$ cat config.mk
export PLATFORM = sky130hd
export DESIGN_NAME = wr_status_rpt
export DESIGN_NICKNAME = d
export VERILOG_FILES = /design/src/rtl/wsr_pkg.sv /design/src/rtl/wsr_phase_fsm.sv /design/src/rtl/wsr_read_detect.sv /design/src/rtl/wsr_status_mux.sv /design/src/rtl/wr_status_rpt.sv
export SDC_FILE = /design/constraint.sdc
export NUM_CORES = 1
export LEC_CHECK = 0
export BUFFER_PORTS_ARGS = -buffer_cell sky130_fd_sc_hd__buf_2
export CORE_ASPECT_RATIO = 1.2
export CORE_MARGIN = 8
export CORE_UTILIZATION = 39
export CTS_CLUSTER_SIZE = 16
export DETAILED_ROUTE_END_ITERATION = 6
export PLACE_DENSITY_LB_ADDON = 0.3
export SLEW_MARGIN = 20
export SYNTH_ARGS = -nofsm -noshare
export SYNTH_HDL_FRONTEND = slang
export SYNTH_SLANG_ARGS = --single-unit
export TNS_END_PERCENT = 10
$ cat constraint.sdc
create_clock -name clk -period 1.6 [get_ports clk]
set_input_delay 0.32 -clock clk [delete_from_list [all_inputs] [get_ports clk]]
set_output_delay 0.32 -clock clk [all_outputs]
set_load 0.005 [all_outputs]
$ cat src/rtl/wsr_pkg.sv
package wsr_pkg;
    typedef enum logic [1:0] {
        PH_READY = 2'd0,
        PH_LOAD  = 2'd1,
        PH_PROG  = 2'd2
    } phase_t;

    localparam int STAT_BITS = 3;
endpackage

$ cat src/rtl/wsr_phase_fsm.sv
module wsr_phase_fsm
    import wsr_pkg::*;
(
    input  logic   clk,
    input  logic   rst_n,
    input  logic   busy,
    input  logic   timer_run,
    output phase_t phase
);
    phase_t nxt;

    always_comb begin
        nxt = phase;
        unique case (phase)
            PH_READY: begin
                if (busy)           nxt = PH_PROG;
                else if (timer_run) nxt = PH_LOAD;
            end
            PH_LOAD: begin
                if (busy)            nxt = PH_PROG;
                else if (!timer_run) nxt = PH_READY;
            end
            PH_PROG: begin
                if (!busy) nxt = PH_READY;
            end
            default: nxt = PH_READY;
        endcase
    end

    always_ff @(posedge clk or negedge rst_n) begin
        if (!rst_n) phase <= PH_READY;
        else        phase <= nxt;
    end
endmodule

$ cat src/rtl/wsr_read_detect.sv
module wsr_read_detect (
    input  logic clk,
    input  logic rst_n,
    input  logic ce_n,
    input  logic oe_n,
    input  logic we_n,
    output logic rd_now,
    output logic rd_start
);
    logic rd_prev;

    assign rd_now   = !ce_n && !oe_n && we_n;
    assign rd_start = rd_now && !rd_prev;

    always_ff @(posedge clk or negedge rst_n) begin
        if (!rst_n) rd_prev <= 1'b0;
        else        rd_prev <= rd_now;
    end
endmodule

$ cat src/rtl/wsr_status_mux.sv
module wsr_status_mux
    import wsr_pkg::*;
#(
    parameter int DATA_W = 8
) (
    input  logic              clk,
    input  logic              rst_n,
    input  phase_t            phase,
    input  logic              rd_now,
    input  logic              rd_start,
    input  logic              last_msb,
    input  logic [DATA_W-1:0] array_data,
    output logic [DATA_W-1:0] dq_out,
    output logic [DATA_W-1:0] dq_oe
);
    localparam int LOW_W = DATA_W - STAT_BITS;

    logic [DATA_W-1:0]    stat_mask;
    logic                 tog;
    logic                 snap_stat;
    logic [STAT_BITS-1:0] snap_bits;
    logic                 live_stat;
    logic [STAT_BITS-1:0] live_bits;
    logic                 use_stat;
    logic [STAT_BITS-1:0] use_bits;

    for (genvar b = 0; b < DATA_W; b++) begin : g_mask
        assign stat_mask[b] = (b >= LOW_W);
    end

    always_comb begin
        live_stat = (phase != PH_READY);
        live_bits = {~last_msb, tog, (phase == PH_PROG)};
        use_stat  = rd_start ? live_stat : snap_stat;
        use_bits  = rd_start ? live_bits : snap_bits;
    end

    always_ff @(posedge clk or negedge rst_n) begin
        if (!rst_n) begin
            tog       <= 1'b0;
            snap_stat <= 1'b0;
            snap_bits <= '0;
            dq_out    <= '0;
            dq_oe     <= '0;
        end else begin
            if (rd_start) begin
                snap_stat <= live_stat;
                snap_bits <= live_bits;
            end
            if (phase == PH_READY) tog <= 1'b0;
            else if (rd_start)     tog <= ~tog;

            if (!rd_now) begin
                dq_oe  <= '0;
                dq_out <= '0;
            end else if (use_stat) begin
                dq_oe  <= stat_mask;
                dq_out <= {use_bits, {LOW_W{1'b0}}};
            end else begin
                dq_oe  <= '1;
                dq_out <= array_data;
            end
        end
    end
endmodule

$ cat src/rtl/wr_status_rpt.sv
module wr_status_rpt
    import wsr_pkg::*;
#(
    parameter int DATA_W = 8
) (
    input  logic              clk,
    input  logic              rst_n,
    input  logic              ce_n,
    input  logic              oe_n,
    input  logic              we_n,
    input  logic              busy,
    input  logic              timer_run,
    input  logic [DATA_W-1:0] last_byte,
    input  logic [DATA_W-1:0] array_data,
    output logic [DATA_W-1:0] dq_out,
    output logic [DATA_W-1:0] dq_oe
);
    phase_t phase;
    logic   rd_now;
    logic   rd_start;

    wsr_phase_fsm u_fsm (
        .clk       (clk),
        .rst_n     (rst_n),
        .busy      (busy),
        .timer_run (timer_run),
        .phase     (phase)
    );

    wsr_read_detect u_rd (
        .clk      (clk),
        .rst_n    (rst_n),
        .ce_n     (ce_n),
        .oe_n     (oe_n),
        .we_n     (we_n),
        .rd_now   (rd_now),
        .rd_start (rd_start)
    );

    wsr_status_mux #(.DATA_W(DATA_W)) u_mux (
        .clk        (clk),
        .rst_n      (rst_n),
        .phase      (phase),
        .rd_now     (rd_now),
        .rd_start   (rd_start),
        .last_msb   (last_byte[DATA_W-1]),
        .array_data (array_data),
        .dq_out     (dq_out),
        .dq_oe      (dq_oe)
    );
endmodule

==> results by group, run 1 <==
Status
  – Status: complete, no violations

Global route
  – Largest net degree at the start of global routing: 18
  – Congestion Overflow GR: 0
  – Vias in the first global route: 610
  – Initial antenna violation count: 0
  – GRT Total Usage: 8.57%
  – First-pass GRT wire length: roughly 2500 um

Drt
  – Routed WL: roughly 1400 um
  – Mean routed wirelength per cell: around 13 um
  – DRT antenna net count: 0
  – Post-route DRC: 0
  – Via-to-Cell Ratio: about 4.8
  – First-pass DRT Iterations: 2
  – DR vias: between 500 and 600
  – DRT iter0 DRCs: 3

Logic synthesis
  – Cell accounting for the most synthesized area: dfrtp_1
  – Number of synthesized flops with an enable pin: 0
  – Most frequent cells after synthesis: dfrtp_1, buf_4, inv_1, and2_1, nor2_1
  – Syn Area/Cell: 12.1 um^2
  – Post-Syn Area: between 700 and 800 um^2
  – Main area contributors after synthesis: dfrtp_1, buf_4, and2_1, inv_1, nor4b_4
  – Yosys reg bits: 17
  – Synth async-reset ratio: 100%
  – Mapped Cells: between 60 and 70
  – Ys flop type: dfrtp_1
  – Unique masters post-synth: 24
  – Yosys top cell area share: a little under three fifths
  – Sequential area share after synthesis: between 50% and 60%
  – Warnings from Yosys: 0
  – Top-count cell post-synth: dfrtp_1
  – Nets in the synthesized netlist: 85

Finish
  – Nets@finish: approximately 120
  – Area growth syn-to-layout: 22.1%
  – Area of the multi-input gates: ~240 um^2
  – Sequential cell area: 425 um^2
  – Antenna Cells: 0
  – Fill cells: approximately 180
  – Share of layout cells above drive strength 1: between 40% and 50%

Placed design
  – I/O Buffers: 31
  – GP Congestion: around 0.69
  – Hpwl dp: roughly 1200 um
  – Pre-CTS setup slack: ~120 ps

Floorplanning
  – Chip width: about 56 um
  – Die height: approximately 64 um
  – # IOs: 39
  – Die ar.: 0.00360 mm^2
  – Starting Density: 41.2%
  – Row count: 17
  – Core ar.: 0.00183 mm^2

Setup path
  – Worst R2R Path Depth: 3
  – Worst r2r dst: u_mux.dq_out[7]$_DFF_PN0_
  – Startpoint Class: register
  – RR Startpoint: u_mux.dq_oe[6]$_DFF_PN0_
  – CP max stage cell: dfrtp_1
  – CP cell instances: nor4b_4 > mux2_4 > a221oi_2
  – CP top delay family: flip-flops
  – Crit path largest cell delay: ~410 ps
  – Stages on worst setup path: 3
  – Crit path max fanout: 3
  – Kind of critical path: register to register
  – Critical path required time: between 1500 and 2000 ps
  – Arrival @ worst endpoint: roughly 1600 ps
  – R2R Setup Slk: about 210 ps
  – WP buf/inv: 0
  – Worst setup EP type: register

Timing
  – Final count of negative-setup-slack endpoints: 0
  – Final period utilization: 86.6%
  – Tmin final: roughly 1400 ps
  – Worst Tran Pin Value: about 370 ps
  – Clk_skew: 2.47 ps
  – RSZ-0062 raised after global routing: no
  – Setup TNS: 0 ps
  – Hold slack final: ~190 ps
  – Fmax: roughly 700 MHz
  – Normalized max-slew margin: about three quarters
  – Hold Vio Cnt, Final: 0
  – Final WS setup: 214 ps
  – Max Slew Vio Count: 0

CTS
  – H-Tree Depth: 1
  – Clk buf depth: 2
  – CTS Buf Count: 3
  – Clk pin slew, worst setup/hold paths: about 90 ps
  – Clock latency on the worst-skew pair: just under 300 ps
  – Root Driver: clkbuf_4
  – CTS tree: done
  – Sink Count: 17

Power
  – Worst ir drop on vdd: 0.000403 V
  – Pwr Density: approximately 890 mW/mm^2
  – Pwr Total: 816 uW
  – Lkg Pwr: slightly above 0.0005 uW

Worst hold path
  – Hold EP: u_fsm.phase[0]$_DFFE_PN0P_
  – Hold path start: busy
  – Hold path cells: 2
  – Worst min-delay path class: input port to register

Flow run
  – Max_cap viols: 0
metal layers:
layer | global-route usage, % | part of all wire [%]
met5 | 0 | 0
met2 | 14.9 | 53
met4 | 7.23 | 2.7
met3 | 4.15 | 9.5
met1 | 7.13 | 35
power breakdown:
group	leakage, uW	internal (uW)	total, uW	switching [uW]
Clock	0.0000150	96.9	223	126
Sequential	0.000225	459	477	17.7
Combinational	0.000267	60.9	116	54.9
Total	0.000507	617	816	199
kinds of logic (layout without fill, tap and decap cells):
logic type | Yosys count | after routing | share of synthesized area [%]
AND/OR/NAND/NOR | 16 | 16 | 14.9
XOR/XNOR | 1 | 1 | 1.16
multiplexers | 3 | 3 | 4.82
buffers and inverters | 15 | 45 | 12.0
AO/OA/AOI/OAI | 10 | 10 | 10.6
flip-flops | 17 | 17 | 56.5
cell type report:
cell class / count / share of cell area [%]
clock buffers: 4 / 2.86
inverters: 7 / 2.86
multi-input cells: 30 / 25.9
flip-flops and latches: 17 / 46.3
well taps: 19 / 2.59
repair buffers: 34 / 19.6
worst max-delay path by stage:
stage                                      to  slack, ps                startpoint
floorplan           u_mux.dq_out[7]$_DFF_PN0_          6  u_mux.dq_oe[6]$_DFF_PN0_
global placement    u_mux.dq_out[7]$_DFF_PN0_        130                      ce_n
detailed placement  u_mux.dq_out[7]$_DFF_PN0_        120                      ce_n
CTS                 u_mux.dq_out[7]$_DFF_PN0_        200  u_mux.dq_oe[6]$_DFF_PN0_
global route        u_mux.dq_out[7]$_DFF_PN0_        150  u_mux.dq_oe[6]$_DFF_PN0_
finish              u_mux.dq_out[7]$_DFF_PN0_        210  u_mux.dq_oe[6]$_DFF_PN0_
registers in the layout, indices dropped and copies added (netlist names):
name             count
u_mux.dq_out         8
u_mux.snap_bits      3
u_fsm.phase          2
u_mux.dq_oe          2
u_mux.snap_stat      1
u_mux.tog            1
worst reg2reg max path: cells and delay by family (launching register included):
kind               cells  cell delay (ps)
and+or+nand+nor        1              270
muxes                  1              350
DFF                    1              410
AOI/OAI and AO/OA      1              270
stage by stage:
step,util [%],instance area [um^2],cells
2_1_floorplan,-,753,62
3_3_place_gp,48.3,883,106
3_5_place_dp,48.3,883,106
4_1_cts,50.3,920,111
5_1_grt,50.3,920,111
6_report,50.3,920,111
cell usage in the layout, fill, tap and decap left out:
master,Yosys,routed
inv_1,7,7
clkbuf_1,0,1
nor3b_1,1,1
clkbuf_4,0,3
a31o_2,1,1
buf_4,7,2
a21boi_0,1,1
nor4b_4,1,1
mux2_4,1,1
nor2b_1,2,2
nor2_1,3,3
nor3_1,2,2
a21oi_1,2,2
o21ai_0,2,2
and2_1,5,5
a221oi_2,1,1
a211oi_2,1,1
nand2_1,1,1
xnor2_1,1,1
buf_2,0,31
dfrtp_1,17,17
nor3b_2,1,1
mux2i_1,1,1
o221ai_1,1,1
mux2_2,1,1
dlygate4sd3_1,0,1
o21a_1,1,1
timing repair:
action                    CTS  global route
hold buffers                1             0
gates resized for setup     0             0
buffers inserted            0             0
hold endpoints to repair   17             0
No activity file was read; power rests on OpenSTA's default activity.
==> run 2, diff against run 1 <==
- PLACE_DENSITY: unset -> 0.73
- PLACE_DENSITY_LB_ADDON: 0.3 -> unset
==> run 2 against run 1 <==
Highest routed layer unchanged. Non-clock buffer count did not move. Wire length is essentially flat. Clock power about the same. Sequential power about the same. Via count decreased by 0.19%. Clock skew barely moved.
==> results by group, run 2 (synthesis results as in run 1) <==
Status
  – Status: complete, no violations (unchanged)

Drt
  – Via-to-Cell Ratio: 4.82 (was 4.83)
  – Routed WL: 1420 um (about the same)
  – DRT antenna net count: 0 (unchanged)
  – First-pass DRT Iterations: 4 (was 2)
  – DRT iter0 DRCs: 7 (was 3)
  – Mean routed wirelength per cell: 12.8 um (about the same)
  – DR vias: 535 (was 536)
  – Post-route DRC: 0 (unchanged)

Power
  – Worst ir drop on vdd: 0.000369 V (was 0.000403 V)
  – Pwr Density: 891 mW/mm^2 (was 887 mW/mm^2)
  – Lkg Pwr: 0.000507 uW (unchanged)

Floorplanning
  – Core ar.: 0.00183 mm^2 (unchanged)
  – Die ar.: 0.00360 mm^2 (unchanged)
  – Row count: 17 (unchanged)
  – # IOs: 39 (unchanged)
  – Die height: 64.1 um (unchanged)
  – Chip width: 56.1 um (unchanged)
  – Starting Density: 41.2% (unchanged)

Placed design
  – I/O Buffers: 31 (unchanged)
  – GP Congestion: 0.698 (was 0.692)
  – Hpwl dp: 1130 um (was 1150 um)
  – Cell Area, Placed: 883 um^2 (unchanged)

CTS
  – CTS tree: done (unchanged)
  – Clk buf depth: 2 (unchanged)
  – CTS Buf Count: 3 (unchanged)
  – Setup bufs post-CTS: 0 (unchanged)
  – Clk pin slew, worst setup/hold paths: 90 ps (about the same)
  – H-Tree Depth: 1 (unchanged)
  – Root Driver: clkbuf_4 (unchanged)
  – Clock latency on the worst-skew pair: 290 ps (about the same)
  – Sink Count: 17 (unchanged)

Setup path
  – Startpoint Class: register (unchanged)
  – Crit path max fanout: 3 (unchanged)
  – Worst r2r dst: u_mux.dq_out[7]$_DFF_PN0_ (unchanged)
  – RR Startpoint: u_mux.dq_oe[6]$_DFF_PN0_ (unchanged)
  – R2R Setup Slk: 210 ps (about the same)
  – Kind of critical path: register to register (unchanged)
  – Worst R2R Path Depth: 3 (unchanged)
  – Arrival @ worst endpoint: 1590 ps (about the same)
  – Critical path required time: 1800 ps (about the same)
  – Worst setup EP type: register (unchanged)

Finish
  – Post-layout util: 50.3% (unchanged)
  – Most flops, register: u_mux.dq_out (unchanged)
  – Antenna Cells: 0 (unchanged)
  – Commonest non-fill, non-tap cells in the layout: buf_2, dfrtp_1, inv_1 (unchanged)
  – Commonest non-fill, non-tap cell in the layout: buf_2 (unchanged)
  – Area growth syn-to-layout: 22.1% (unchanged)
  – Post-route cell area: 920 um^2 (unchanged)
  – Nets@finish: 116 (unchanged)
  – Number of flip-flops in the largest register: 8 (unchanged)
  – Top Registers: u_mux.dq_out x8, u_mux.snap_bits x3 (unchanged)
  – Share of layout cells above drive strength 1: 46.7% (unchanged)

Global route
  – Congestion Overflow GR: 0 (unchanged)
  – Initial antenna violation count: 0 (unchanged)
  – Vias in the first global route: 596 (was 610)
  – Largest net degree at the start of global routing: 18 (unchanged)
  – GRT Total Usage: 8.74% (was 8.57%)
  – First-pass GRT wire length: 2520 um (was 2500 um)

Timing
  – Final count of negative-setup-slack endpoints: 0 (unchanged)
  – Setup TNS: 0 ps (unchanged)
  – RSZ-0062 raised after global routing: no (unchanged)
  – Worst Tran Pin Value: 363 ps (was 370 ps)
  – Max Slew Vio Count: 0 (unchanged)
  – Hold slack final: 187 ps (was 186 ps)
  – Final period utilization: 86.7% (was 86.6%)
  – Clk_skew: 2.64 ps (was 2.47 ps)
  – Hold Vio Cnt, Final: 0 (unchanged)
  – Normalized max-slew margin: 75.8% (was 75.3%)
  – Fmax: 721 MHz (was 722 MHz)
  – Tmin final: 1390 ps (about the same)

Worst hold path
  – Hold path cells: 2 (unchanged)
  – Worst min-delay path class: input port to register (unchanged)
  – Hold EP: u_fsm.phase[0]$_DFFE_PN0P_ (unchanged)
  – Hold path start: busy (unchanged)

Flow run
  – Max_cap viols: 0 (unchanged)
[run 2: cell counts in the layout (fill, tap and decap cells not counted)]
Identical to the previous run, type by type.
[run 2: per-layer routing]
layer | GRT usage, % | wire, um | part of all wire (%) | vias up
met1 | 7.73 | 490 | 34 | 251
met2 | 14.9 | 747 | 53 | 21
met4 | 8.13 | 61 | 4.3 | 0
met5 | 0 | 0 | 0 | -
met3 | 3.36 | 121 | 8.5 | 5
li1 | - | - | - | 258
[run 2: through the flow]
stage | total power, uW | setup WS [ps] | cells
floorplan | 557 | 6.02 | 62
global placement | 598 | 133 | 106
finish | 819 | 212 | 111
detailed placement | 604 | 109 | 106
global route | 873 | 154 | 111
CTS | 827 | 198 | 111
[run 2: repair_timing]
| action | in CTS | in global routing |
|---|---|---|
| resized for setup | 0 | 0 |
| hold endpoints to repair | 17 | 0 |
| hold buffers | 1 | 0 |
| endpoints found under the setup margin | 0 | 0 |
[run 2: layout make-up]
class | instances | area, um^2
Clock buffer | 4 | 26.3
Timing Repair Buffer | 34 | 180
Sequential cell | 17 | 425
Multi-Input combinational cell | 30 | 238
Inverter | 7 | 26.3
Fill cell | 177 | 910
Tap cell | 19 | 23.8
[run 2: worst max path at each step]
stage                           endpoint                      from  slack, ps  cells after the start
3_3_place_gp   u_mux.dq_out[7]$_DFF_PN0_                      ce_n        130                      4
3_5_place_dp   u_mux.dq_out[7]$_DFF_PN0_                      ce_n        110                      4
5_1_grt        u_mux.dq_out[7]$_DFF_PN0_  u_mux.dq_oe[6]$_DFF_PN0_        150                      3
6_report       u_mux.dq_out[7]$_DFF_PN0_  u_mux.dq_oe[6]$_DFF_PN0_        210                      3
2_1_floorplan  u_mux.dq_out[7]$_DFF_PN0_  u_mux.dq_oe[6]$_DFF_PN0_          6                      4
4_1_cts        u_mux.dq_out[7]$_DFF_PN0_  u_mux.dq_oe[6]$_DFF_PN0_        200                      3
[run 2: power breakdown]
group / leakage [uW] / total [uW] / internal, uW / switching (uW)
Sequential: 0.000225 / 476 / 459 / 17.3
Clock: 0.0000150 / 226 / 96.9 / 129
Combinational: 0.000267 / 117 / 60.9 / 56.4
[run 2: critical path, stage by stage (launching register included)]
cell,delay [ps]
dfrtp_1,410
nor4b_4,270
mux2_4,350
a221oi_2,270
